### src/rtl/dpc_pkg.sv
package dpc_pkg;
  typedef enum logic [1:0] {
    VERDICT_NONE  = 2'd0,
    VERDICT_LEFT  = 2'd1,
    VERDICT_RIGHT = 2'd2
  } verdict_e;
endpackage

### src/rtl/dpc_arbiter.sv
module dpc_arbiter #(
  parameter int AW = 4
) (
  input  logic          clk,
  input  logic          rst,
  input  logic          master,
  input  logic          l_en,
  input  logic [AW-1:0] l_addr,
  input  logic          r_en,
  input  logic [AW-1:0] r_addr,
  output logic          lose_l,
  output logic          lose_r,
  output logic          l_busy_n_q,
  output logic          r_busy_n_q
);
  import dpc_pkg::*;

  logic          pl_en, pr_en;
  logic [AW-1:0] pl_addr, pr_addr;
  logic          clash, l_held, r_held;
  verdict_e      verdict;

  assign clash  = master && l_en && r_en && (l_addr == r_addr);
  assign l_held = pl_en && (pl_addr == l_addr);
  assign r_held = pr_en && (pr_addr == r_addr);

  // Loser selection: persist previous loser, else incumbent keeps it, else left wins
  always_comb begin
    verdict = VERDICT_NONE;
    if (clash) begin
      if (!l_busy_n_q)               verdict = VERDICT_LEFT;
      else if (!r_busy_n_q)          verdict = VERDICT_RIGHT;
      else if (r_held && !l_held)    verdict = VERDICT_LEFT;
      else                           verdict = VERDICT_RIGHT;
    end
  end

  assign lose_l = (verdict == VERDICT_LEFT);
  assign lose_r = (verdict == VERDICT_RIGHT);

  always_ff @(posedge clk) begin
    if (rst) begin
      pl_en      <= 1'b0;
      pr_en      <= 1'b0;
      pl_addr    <= '0;
      pr_addr    <= '0;
      l_busy_n_q <= 1'b1;
      r_busy_n_q <= 1'b1;
    end else begin
      pl_en      <= l_en;
      pr_en      <= r_en;
      pl_addr    <= l_addr;
      pr_addr    <= r_addr;
      l_busy_n_q <= !lose_l;
      r_busy_n_q <= !lose_r;
    end
  end
endmodule

### src/rtl/dpc_wgate.sv
module dpc_wgate (
  input  logic master,
  input  logic en,
  input  logic we,
  input  logic lose,
  input  logic busy_n_i,
  output logic wr_ok
);
  logic inhibit;
  assign inhibit = master ? lose : !busy_n_i;
  assign wr_ok   = en && we && !inhibit;
endmodule

### src/rtl/dpc_mem.sv
module dpc_mem #(
  parameter int AW = 4,
  parameter int DW = 9
) (
  input  logic          clk,
  input  logic          rst,
  input  logic          a_en,
  input  logic          a_wr,
  input  logic [AW-1:0] a_addr,
  input  logic [DW-1:0] a_wdata,
  output logic [DW-1:0] a_rdata,
  input  logic          b_en,
  input  logic          b_wr,
  input  logic [AW-1:0] b_addr,
  input  logic [DW-1:0] b_wdata,
  output logic [DW-1:0] b_rdata
);
  localparam int DEPTH = 1 << AW;

  logic [DW-1:0] store [DEPTH];

  // Port a written last so it takes precedence on a shared address
  always_ff @(posedge clk) begin
    if (b_wr) store[b_addr] <= b_wdata;
    if (a_wr) store[a_addr] <= a_wdata;
  end

  always_ff @(posedge clk) begin
    if (rst) begin
      a_rdata <= '0;
      b_rdata <= '0;
    end else begin
      if (a_en) a_rdata <= store[a_addr];
      if (b_en) b_rdata <= store[b_addr];
    end
  end
endmodule

### src/rtl/dp_collide_ram.sv
module dp_collide_ram #(
  parameter int AW = 4,
  parameter int DW = 9
) (
  input  logic          clk,
  input  logic          rst,
  input  logic          master_mode,
  input  logic          l_en,
  input  logic          l_we,
  input  logic [AW-1:0] l_addr,
  input  logic [DW-1:0] l_wdata,
  output logic [DW-1:0] l_rdata,
  input  logic          l_busy_n_i,
  output logic          l_busy_n_o,
  input  logic          r_en,
  input  logic          r_we,
  input  logic [AW-1:0] r_addr,
  input  logic [DW-1:0] r_wdata,
  output logic [DW-1:0] r_rdata,
  input  logic          r_busy_n_i,
  output logic          r_busy_n_o
);
  logic lose_l, lose_r;
  logic wr_l, wr_r;

  dpc_arbiter #(.AW(AW)) u_arb (
    .clk        (clk),
    .rst        (rst),
    .master     (master_mode),
    .l_en       (l_en),
    .l_addr     (l_addr),
    .r_en       (r_en),
    .r_addr     (r_addr),
    .lose_l     (lose_l),
    .lose_r     (lose_r),
    .l_busy_n_q (l_busy_n_o),
    .r_busy_n_q (r_busy_n_o)
  );

  dpc_wgate u_gate_l (
    .master   (master_mode),
    .en       (l_en),
    .we       (l_we),
    .lose     (lose_l),
    .busy_n_i (l_busy_n_i),
    .wr_ok    (wr_l)
  );

  dpc_wgate u_gate_r (
    .master   (master_mode),
    .en       (r_en),
    .we       (r_we),
    .lose     (lose_r),
    .busy_n_i (r_busy_n_i),
    .wr_ok    (wr_r)
  );

  dpc_mem #(.AW(AW), .DW(DW)) u_mem (
    .clk     (clk),
    .rst     (rst),
    .a_en    (l_en),
    .a_wr    (wr_l),
    .a_addr  (l_addr),
    .a_wdata (l_wdata),
    .a_rdata (l_rdata),
    .b_en    (r_en),
    .b_wr    (wr_r),
    .b_addr  (r_addr),
    .b_wdata (r_wdata),
    .b_rdata (r_rdata)
  );
endmodule

### config.mk
export PLATFORM = sky130hd
export DESIGN_NAME = dp_collide_ram
export DESIGN_NICKNAME = d
export VERILOG_FILES = /design/src/rtl/dpc_pkg.sv /design/src/rtl/dpc_arbiter.sv /design/src/rtl/dpc_wgate.sv /design/src/rtl/dpc_mem.sv /design/src/rtl/dp_collide_ram.sv
export SDC_FILE = /design/constraint.sdc
export NUM_CORES = 1
export LEC_CHECK = 0
export BUFFER_PORTS_ARGS = -buffer_cell sky130_fd_sc_hd__buf_2
export CORE_MARGIN = 2
export CORE_UTILIZATION = 62
export DETAILED_ROUTE_END_ITERATION = 7
export GPL_TIMING_DRIVEN = 0
export PLACE_DENSITY = 0.81
export RECOVER_POWER = 25
export SYNTH_ARGS = -nofsm -noshare
export SYNTH_HDL_FRONTEND = slang
export SYNTH_SLANG_ARGS = --single-unit
### constraint.sdc
create_clock -name clk -period 3.2 [get_ports clk]
set_input_delay 0.32 -clock clk [delete_from_list [all_inputs] [get_ports clk]]
set_output_delay 0.32 -clock clk [all_outputs]
set_load 0.005 [all_outputs]
== Yosys cells after proc, flatten, opt, wreduce, memory -nomap -nowiden ==
Memory sizes are Yosys's and may differ from the RTL's. A register that Yosys moved wholly into a read port is not among the register bits.
Cells that the tools add are included.
Word-level totals
  flip-flop bits (word level): 12
  bits in writable memories: 144
  input port bits: 35
  output and inout port bits: 20
  memories: 1
Memories
  u_mem.store: words 16, width 9, rd ports 2, clocked after Yosys merged registers in 2, write ports 2, line dpc_mem.sv:20  | logic [DW-1:0] store [DEPTH];
Cells by class
  eq/ne operators: 5
  multiplexer cells: 10
  reduce and logical (&&, ||, !) cells: 17
Operators with widths (count)
  $eq A4 B4 Y1: 3
  $logic_and A1 B1 Y1: 10
  $mux W2: 4
  $logic_not A1 Y1: 7
  $mux W1: 6
  $eq A2 B1 Y1 const B: 1
  $eq A2 B2 Y1 const B: 1

== Longest topological paths before layout ==
Gate-level depths: netlist of the first run.
  depth after elaboration: 14
  mapped depth: 9
  depth with buffers taken out: 5

== Hierarchy ==
From an unflattened synthesis of the first run, not the netlist that was laid out.
Second synthesis, totals
  cells, all modules: 750
  area total of the unflattened synthesis: 9969.6 µm²
By module, submodules not included
  dpc_mem: instances 1, cells each 690, area each 9395.3 µm², seq. area each 4684.5 µm²
  dpc_arbiter: instances 1, cells each 52, area each 509.2 µm², seq. area each 240.2 µm²
  dpc_wgate: instances 2, cells each 4, area each 32.5 µm², seq. area each 0.0 µm²

== Worst setup path after synthesis of the first run ==
OpenSTA, ideal clock, no wires.
  kind: input-to-reg
  from: input r_addr[0]
  to: memory u_mem.store[11][0], enable pin
  arrival time: 2034 ps
  data required time: 2813 ps
  setup slack: 779 ps
  stages: 8
  path through: buf_2 -> xnor2_1 -> nand3_1 -> nor3_1 -> buf_4 -> buf_6 -> o311a_1 -> o21ai_0
RTL lines
  start: declaration: line dp_collide_ram.sv:17  | input logic [AW-1:0] r_addr,
  end: declaration: line dpc_mem.sv:20

==> reports/metrics.cfg, run 1 <==
[run_status]
status = finished clean

[power]
leakagePower_nw = 3.47
power.density_mw_per_mm2 = 483
internal-power_mw = 4.05
sw_frac_of_total_pct = 23.8
power_frac_comb_pct = 11.6
p_clk_share_pct = 40.5
seqPwrFrac_pct = 47.9
vdd_drop_max_v = 0.000386
p_sw_mw = 1.27

[layout]
layout-drive-gt1-share_pct = 43.3
area_growth_syn_to_layout_pct = 11.5
nets = 742
design_area_mm2 = 0.0110
antennaDiodeCount = 0

[placed_design]
dp_hpwl_um = 19700
gp_congestion = 0.944
placed_area_mm2 = 0.0104
portBuffers = 48

[cts]
cts_buffers = 17
clockRootBuffer = clkbuf_16
clock_path_buffers = 2
cts_setup_buffers = 0
clk_latency_ns = 0.44
cts_tree = done
clkSinkCount = 174
htree_levels = 4
path_clk_slew_ns = 0.07

[global_routing]
grt_pass1_wl_um = 42500
grt_max_degree = 17
grt_pass1_vias = 6875
antenna_found_initial = 0
grt_usage_pct = 36.6
grt.overflow.total = 0

[drt]
drt_wl_total_um = 29500
vias = 6940
drt_iter0_markers = 1092
drc_errors = 0
first_pass_iters = 6
ant_nets = 0
wire_per_inst_um = 31.6
vias_per_cell = 7.41

[worst_setup_path]
end_kind = register
crit_type = input port to register
r2r_start = u_arb.pl_addr[2]
cp-start-kind = input port
cp_max_fo = 10
required_ns = 3.40
crit_arrival_ns = 3.33
cp-startpoint = r_addr[1]

[synth]
yosys_warnings = 0
ys.flop_type = edfxtp_1
synth_area_mm2 = 0.00987
ys_seq_area_share_pct = 49.9
async_flop_share_pct = 0
yosys-top-cells-area = edfxtp_1, mux2_2, mux4_2
synth_top_cell_by_area = edfxtp_1
synthDistinctLibCells = 32
ys_seq_elements = 174
synth-edff-count = 144
ys_top_cells_by_count = edfxtp_1, mux2_2, mux4_2
yosysTopAreaCellShare_pct = 43.8
netlist_instances = 639
syn_avg_cell_area_um2 = 15.5
synth_nets = 674

[floorplan]
die_h_um = 130
rows = 46
die_w_um = 130
coreArea_mm2 = 0.0157
start_util_pct = 62.8
dieArea_mm2 = 0.0170
io_pins = 55

[timing]
min_period_ns = 3.13
worst_pin_slew_ns = 1.33
max_freq_ghz = 0.319
maxSlewViolCount = 0
skew_ns = 0.0118
setup_viol = 0
slew_headroom_pct = 11.1
setup_tns_ns = 0
whs_ns = 0.201
rsz0062_at_grt = yes
fin_crit_sh_pct = 97.8
hold_viol_final = 0

[min_path]
hp-class = input port to register
min-delay-start = l_addr[2]

[flow_run]
drv_cap = 0

## state kept, by name, summed over array words and instances (netlist names)
name and count:
u_arb.pl_addr 4, u_arb.r_busy_n_q 1, u_mem.b_rdata 9, u_mem.store 144, u_mem.a_rdata 9, u_arb.l_busy_n_q 1
u_arb.pr_addr 4, u_arb.pl_en 1, u_arb.pr_en 1
## cells in the final DEF (no fill, tap or decap), types with 2 or more instances in the layout
master,n
o211a_1,2
buf_6,4
xor2_1,4
a31oi_2,4
a31oi_4,11
clkinv_2,2
o21bai_1,13
dfxtp_1,30
o21bai_2,2
xnor2_1,8
a311oi_1,18
clkbuf_1,59
nor2_1,22
nand4_1,8
nor3_1,2
clkbuf_8,2
edfxtp_1,144
a22oi_1,36
clkbuf_16,22
mux4_2,72
and2_1,2
mux2_2,144
nor2b_1,18
buf_1,9
nand3_1,28
buf_4,3
buf_2,39
## worst max-delay path: stages
cell and delay [ns]:
clkbuf_1 0.53, xnor2_1 0.19, nand3_1 0.16, o21ai_2 0.48
a31o_2 0.23, clkbuf_1 0.61, o21ai_1 0.46, buf_4 0.32
## stage by stage
step	utilization [%]	setup WS [ns]	power, mW	instances
2_1_floorplan	-	0.779	2.98	639
3_3_place_gp	66.1	-0.247	3.17	903
3_5_place_dp	66.1	-0.0285	3.19	904
4_1_cts	70.1	0.102	5.29	936
5_1_grt	70.1	-0.0219	5.42	936
6_report	70.1	0.0699	5.32	936
## power by group through the flow
stage | combinational [mW] | clock, mW | sequential [mW]
after floorplan | 0.392 | 0 | 2.58
after global placement | 0.577 | 0 | 2.59
after detailed placement | 0.598 | 0 | 2.60
after CTS | 0.603 | 2.14 | 2.55
after global routing | 0.641 | 2.23 | 2.55
final | 0.615 | 2.15 | 2.55
## path summary, 6_finish.rpt
check                        to  slack, ns  depth (start not counted)
max          u_mem.store[11][3]       0.07                          8
min reg2reg    u_mem.a_rdata[6]       0.49                          2
max reg2reg   u_mem.store[3][1]       0.09                          5
min            u_arb.pl_addr[2]       0.20                          2
## layout make-up
class,count,area (um^2)
multi-input cells,403,4680
clock buffers,27,589
flip-flops and latches,174,4920
well taps,216,270
plain buffers,62,279
fillers,1065,4700
repair buffers,49,228
clock inverters,5,33.8
## cell families (layout without fill, tap and decap cells)
family	after synthesis	count (layout)	share of synthesized area (%)
muxes	216	216	32.8
DFF	174	174	49.9
AOI/OAI and AO/OA	91	91	8.87
and+or+nand+nor	84	84	4.49
buffers and inverters	62	143	2.86
xor gates and xnor gates	12	12	1.06
## layer usage
layer | vias up | wire (um) | track usage [%]
met5 | - | 0 | 0
met4 | 0 | 2070 | 23.9
met3 | 143 | 3370 | 8.12
met2 | 589 | 14000 | 57.7
met1 | 3447 | 10100 | 45.9
li1 | 2761 | - | -
## what timing repair did
action / CTS / global route
resized for setup: 0 / 3
setup endpoints to repair: 0 / 9
hold buffers: 0 / 0
Power figures use the tool's default switching activity.
==> run 2, diff against run 1 <==
==> constraint.sdc (replaced) <==
create_clock -name clk -period 3.3 [get_ports clk]
set_input_delay 0.33 -clock clk [delete_from_list [all_inputs] [get_ports clk]]
set_output_delay 0.33 -clock clk [all_outputs]
set_load 0.005 [all_outputs]
==> reports/metrics.cfg, run 2 (synthesized netlist as in run 1, its figures left out) <==
[cts]
path_clk_slew_ns = 0.06
clk_latency_ns = 0.44
cts_buffers = 17
clkSinkCount = 174
clockRootBuffer = clkbuf_16
ctsHoldBuffers = 0
cts_tree = done
ctsResizeCount = 0
clock_path_buffers = 2
cts_setup_buffers = 0
htree_levels = 4

[worst_setup_path]
required_ns = 3.36
rr_worst_depth = 6
endpoint = u_mem.store[6][1]
crit_type = register to register
end_kind = register
cp-start-kind = register
r2r_start = u_arb.pl_addr[2]
cp_max_fo = 10
r2r_end = u_mem.store[6][1]
cp-startpoint = u_arb.pl_addr[2]
crit_arrival_ns = 3.25
r2r_slack_ns = 0.11

[layout]
largest_reg_flops = 144
regMostFlops = u_mem.store
final_cell_mix = mux2_2, edfxtp_1, mux4_2
area_growth_syn_to_layout_pct = 11.1
antennaDiodeCount = 0
top_regs = u_mem.store: 144 flops, u_mem.a_rdata: 9 flops, u_mem.b_rdata: 9 flops
fin_util_pct = 69.8
nets = 742
layout-drive-gt1-share_pct = 43.1

[global_routing]
grt_pass1_wl_um = 42500
antenna_found_initial = 0
grt.overflow.total = 0
grt_usage_pct = 36.6
grt_pass1_vias = 6875
grt_max_degree = 17

[flow_run]
drv_cap = 0

[drt]
ant_nets = 0
vias_per_cell = 7.43
first_pass_iters = 6
wire_per_inst_um = 31.6
vias = 6951
drt_wl_total_um = 29600
drt_iter0_markers = 1006
drc_errors = 0

[power]
sw_frac_of_total_pct = 23.8
vdd_drop_max_v = 0.000374
internal-power_mw = 3.93
seqPwrFrac_pct = 48.0
power.density_mw_per_mm2 = 470
power_frac_comb_pct = 11.6
p_clk_share_pct = 40.5
p_sw_mw = 1.23
leakagePower_nw = 3.45
total_power_mw = 5.15

[timing]
slew_headroom_pct = 2.27
setup_viol = 0
min_period_ns = 3.19
fin_crit_sh_pct = 96.6
whs_ns = 0.213
skew_ns = 0.0102
max_freq_ghz = 0.314
worst_pin_slew_ns = 1.46
hold_viol_final = 0
rsz0062_at_grt = no
maxSlewViolCount = 0

[floorplan]
start_util_pct = 62.8
dieArea_mm2 = 0.0170
die_w_um = 130
rows = 46
coreArea_mm2 = 0.0157
die_h_um = 130
io_pins = 55

[placed_design]
portBuffers = 48
gp_congestion = 0.944
dp_hpwl_um = 19700

[min_path]
hp-class = input port to register

[run_status]
status = finished clean

-- run 2: cell types whose count changed in the layout (fill, tap and decap cells not counted) --
cell,before,now
a31oi_2,4,7
a31oi_4,11,8
o21bai_1,13,15
o21bai_2,2,0
-- run 2: final cells by class --
type / instances / area, um^2
Clock inverter: 5 / 33.8
Tap cell: 216 / 270
Timing Repair Buffer: 49 / 228
Multi-Input combinational cell: 403 / 4650
Sequential cell: 174 / 4920
Fill cell: 1077 / 4740
Buffer: 62 / 279
Clock buffer: 27 / 589
-- run 2: how the worst min path moves through the flow --
stage | start | cells past startpoint | end | slack (ns)
global route | l_addr[2] | 2 | u_arb.pl_addr[2] | 0.22
CTS | l_addr[2] | 2 | u_arb.pl_addr[2] | 0.21
finish | l_addr[2] | 2 | u_arb.pl_addr[2] | 0.21
detailed placement | u_mem.a_rdata[7] | 2 | u_mem.a_rdata[7] | 0.48
floorplan | l_addr[2] | 1 | u_arb.pl_addr[2] | 0.46
global placement | u_mem.a_rdata[6] | 2 | u_mem.a_rdata[6] | 0.47
-- run 2: power groups by stage --
stage | clock [mW] | combinational (mW) | sequential [mW]
4_1_cts | 2.07 | 0.585 | 2.47
2_1_floorplan | 0 | 0.380 | 2.51
5_1_grt | 2.16 | 0.621 | 2.47
3_5_place_dp | 0 | 0.580 | 2.52
3_3_place_gp | 0 | 0.560 | 2.51
6_report | 2.09 | 0.596 | 2.47
-- run 2: stage by stage --
step / cells / setup TNS, ns / cell area (um^2) / worst slack (ns)
3_3_place_gp: 903 / -1.40 / 10400 / -0.157
4_1_cts: 936 / 0 / 11000 / 0.202
3_5_place_dp: 904 / 0 / 10400 / 0.0615
5_1_grt: 936 / 0 / 11000 / 0.0374
2_1_floorplan: 639 / 0 / 9870 / 0.869
6_report: 936 / 0 / 11000 / 0.111
-- run 2: critical path, stage by stage (launching register included) --
cell and delay [ns]:
dfxtp_1 0.31, xor2_1 0.15, nor3_1 0.37, nand4_2 0.35, buf_6 0.29, a31oi_2 0.71, o21bai_1 0.61
-- run 2: per-layer routing --
metal	vias up	GRT usage, %	part of all wire (%)
met1	3433	45.9	35
met3	154	8.12	11
met2	592	57.7	47
li1	2772	-	-
met4	0	23.9	7.4
met5	-	0	0
==> run 3, diff against run 2 <==
--- a/config.mk
+++ b/config.mk
@@ -6,12 +6,16 @@
 export NUM_CORES = 1
 export LEC_CHECK = 0
 export BUFFER_PORTS_ARGS = -buffer_cell sky130_fd_sc_hd__buf_2
+export CELL_PAD_IN_SITES_DETAIL_PLACEMENT = 1
+export CELL_PAD_IN_SITES_GLOBAL_PLACEMENT = 1
 export CORE_MARGIN = 2
-export CORE_UTILIZATION = 62
+export CORE_UTILIZATION = 53
 export DETAILED_ROUTE_END_ITERATION = 7
 export GPL_TIMING_DRIVEN = 0
-export PLACE_DENSITY = 0.81
+export HOLD_SLACK_MARGIN = 0.06
+export PLACE_DENSITY_LB_ADDON = 0.1
 export RECOVER_POWER = 25
+export SETUP_SLACK_MARGIN = 0.3
 export SYNTH_ARGS = -nofsm -noshare
 export SYNTH_HDL_FRONTEND = slang
 export SYNTH_SLANG_ARGS = --single-unit
==> reports/metrics.cfg, run 3 (synthesized netlist as in run 1, its figures left out) <==
[layout]
n_fill_cell = 1678
fin_util_pct = 60.5
largest_reg_flops = 144
final_cell_mix = edfxtp_1, mux2_2, mux4_2
nets = 744
area_growth_syn_to_layout_pct = 11.2
final_cells = 951
design_area_mm2 = 0.0110
regMostFlops = u_mem.store
antennaDiodeCount = 0
top_regs = u_mem.store: 144 flops, u_mem.a_rdata: 9 flops, u_mem.b_rdata: 9 flops
layout_commonest_cell = edfxtp_1
layout-drive-gt1-share_pct = 44.5

[placed_design]
pre_cts_ws_ns = -0.0711
portBuffers = 48
placed_area_mm2 = 0.0104
dp.cells = 917
gp_congestion = 0.923
dp_hpwl_um = 22800

[worst_setup_path]
r2r_start = u_arb.pl_addr[2]
cp-start-kind = input port
slowest_delay_ns = 0.55
required_ns = 3.39
r2r_end = u_mem.store[4][2]
end_kind = register
crit_type = input port to register
critPathTopFamily = compound AO/OA/AOI/OAI gates
cp_cell_sequence = clkbuf_1, xnor2_1, nand3_1, o21ai_2, clkbuf_2, a31oi_4, o21bai_2
cp_slowest_cell = clkbuf_1
rr_worst_depth = 5
r2r_slack_ns = 0.33
cp_num_buf_inv = 2
crit_arrival_ns = 3.09
cp_max_fo = 10

[timing]
hold_viol_final = 0
setup_slack_ns = 0.306
whs_ns = 0.218
worst_pin_slew_ns = 1.19
rsz0062_at_grt = yes
max_freq_ghz = 0.334
setup_viol = 0
skew_ns = 0.00891
min_period_ns = 2.99
setup_tns_ns = 0
fin_crit_sh_pct = 90.7
maxSlewViolCount = 0
slew_headroom_pct = 20.3

[floorplan]
dieArea_mm2 = 0.0197
die_h_um = 140
coreArea_mm2 = 0.0181
io_pins = 55
start_util_pct = 54.4
die_w_um = 140
rows = 49

[cts]
cts_tree = done
ctsHoldBuffers = 0
clk_latency_ns = 0.45
clkSinkCount = 174
htree_levels = 4
path_clk_slew_ns = 0.07
clockRootBuffer = clkbuf_16
clock_path_buffers = 2
cts_buffers = 17

[min_path]
min-delay-start = r_addr[2]
worstHoldEndpoint = u_arb.pr_addr[2]
hp-class = input port to register
hold_depth = 2

[drt]
vias_per_cell = 7.31
wire_per_inst_um = 35.7
drt_wl_total_um = 34000
vias = 6953
drt_iter0_markers = 938
first_pass_iters = 6
ant_nets = 0
drc_errors = 0

[global_routing]
grt_max_degree = 17
grt_usage_pct = 35.3
grt.overflow.total = 0
antenna_found_initial = 0
grt_pass1_wl_um = 48900
grt_pass1_vias = 7295

[power]
power.density_mw_per_mm2 = 464
total_power_mw = 5.09
leakagePower_nw = 3.49
vdd_drop_max_v = 0.000374

[run_status]
status = finished clean

[flow_run]
drv_cap = 0

-- run 3: timing repair --
item                                    CTS  global route
buffers inserted                          0             2
gates resized for setup                   6             5
pin swaps                                 0             1
endpoints found under the setup margin   48            72
-- run 3: worst register-to-register path, cell delays in order, from the launching register on --
cell	delay [ns]
dfxtp_1	0.31
xor2_1	0.15
nor3_1	0.30
nand4_2	0.33
a31oi_2	0.98
o21bai_2	0.54
-- run 3: routing by layer --
| metal | global-route usage (%) | part of all wire [%] | up-vias |
|---|---|---|---|
| li1 | - | - | 2766 |
| met1 | 44.2 | 37 | 3548 |
| met2 | 56.9 | 48 | 497 |
| met3 | 8.03 | 9.1 | 142 |
| met4 | 20.4 | 6.4 | 0 |
| met5 | 0 | 0 | - |
-- run 3: final cells by class --
class	instances	area (um^2)	area share [%]
multi-input cells	403	4690	42.8
clock buffers	21	450	4.10
well taps	229	287	2.61
flip-flops and latches	174	4920	44.9
clock inverters	11	110	1.00
plain buffers	62	274	2.50
repair buffers	51	238	2.17
-- run 3: report_power, final --
part	leakage (nW)	internal, mW	switching, mW	total, mW
logic	1.68	0.256	0.355	0.611
registers	1.55	2.44	0.0363	2.47
clock network	0.260	1.07	0.939	2.01
total	3.49	3.76	1.33	5.09
-- run 3: how the worst max path moves through the flow --
stage,startpoint,slack [ns],cells past startpoint,end
finish,r_addr[1],0.31,7,u_mem.store[12][2]
global placement,r_addr[3],-0.29,5,u_mem.store[11][3]
global route,r_addr[1],0.15,9,u_mem.store[2][2]
detailed placement,l_addr[2],-0.07,6,u_mem.store[4][8]
floorplan,r_addr[0],0.87,8,u_mem.store[11][0]
CTS,u_arb.pl_addr[2],0.27,6,u_mem.store[5][1]
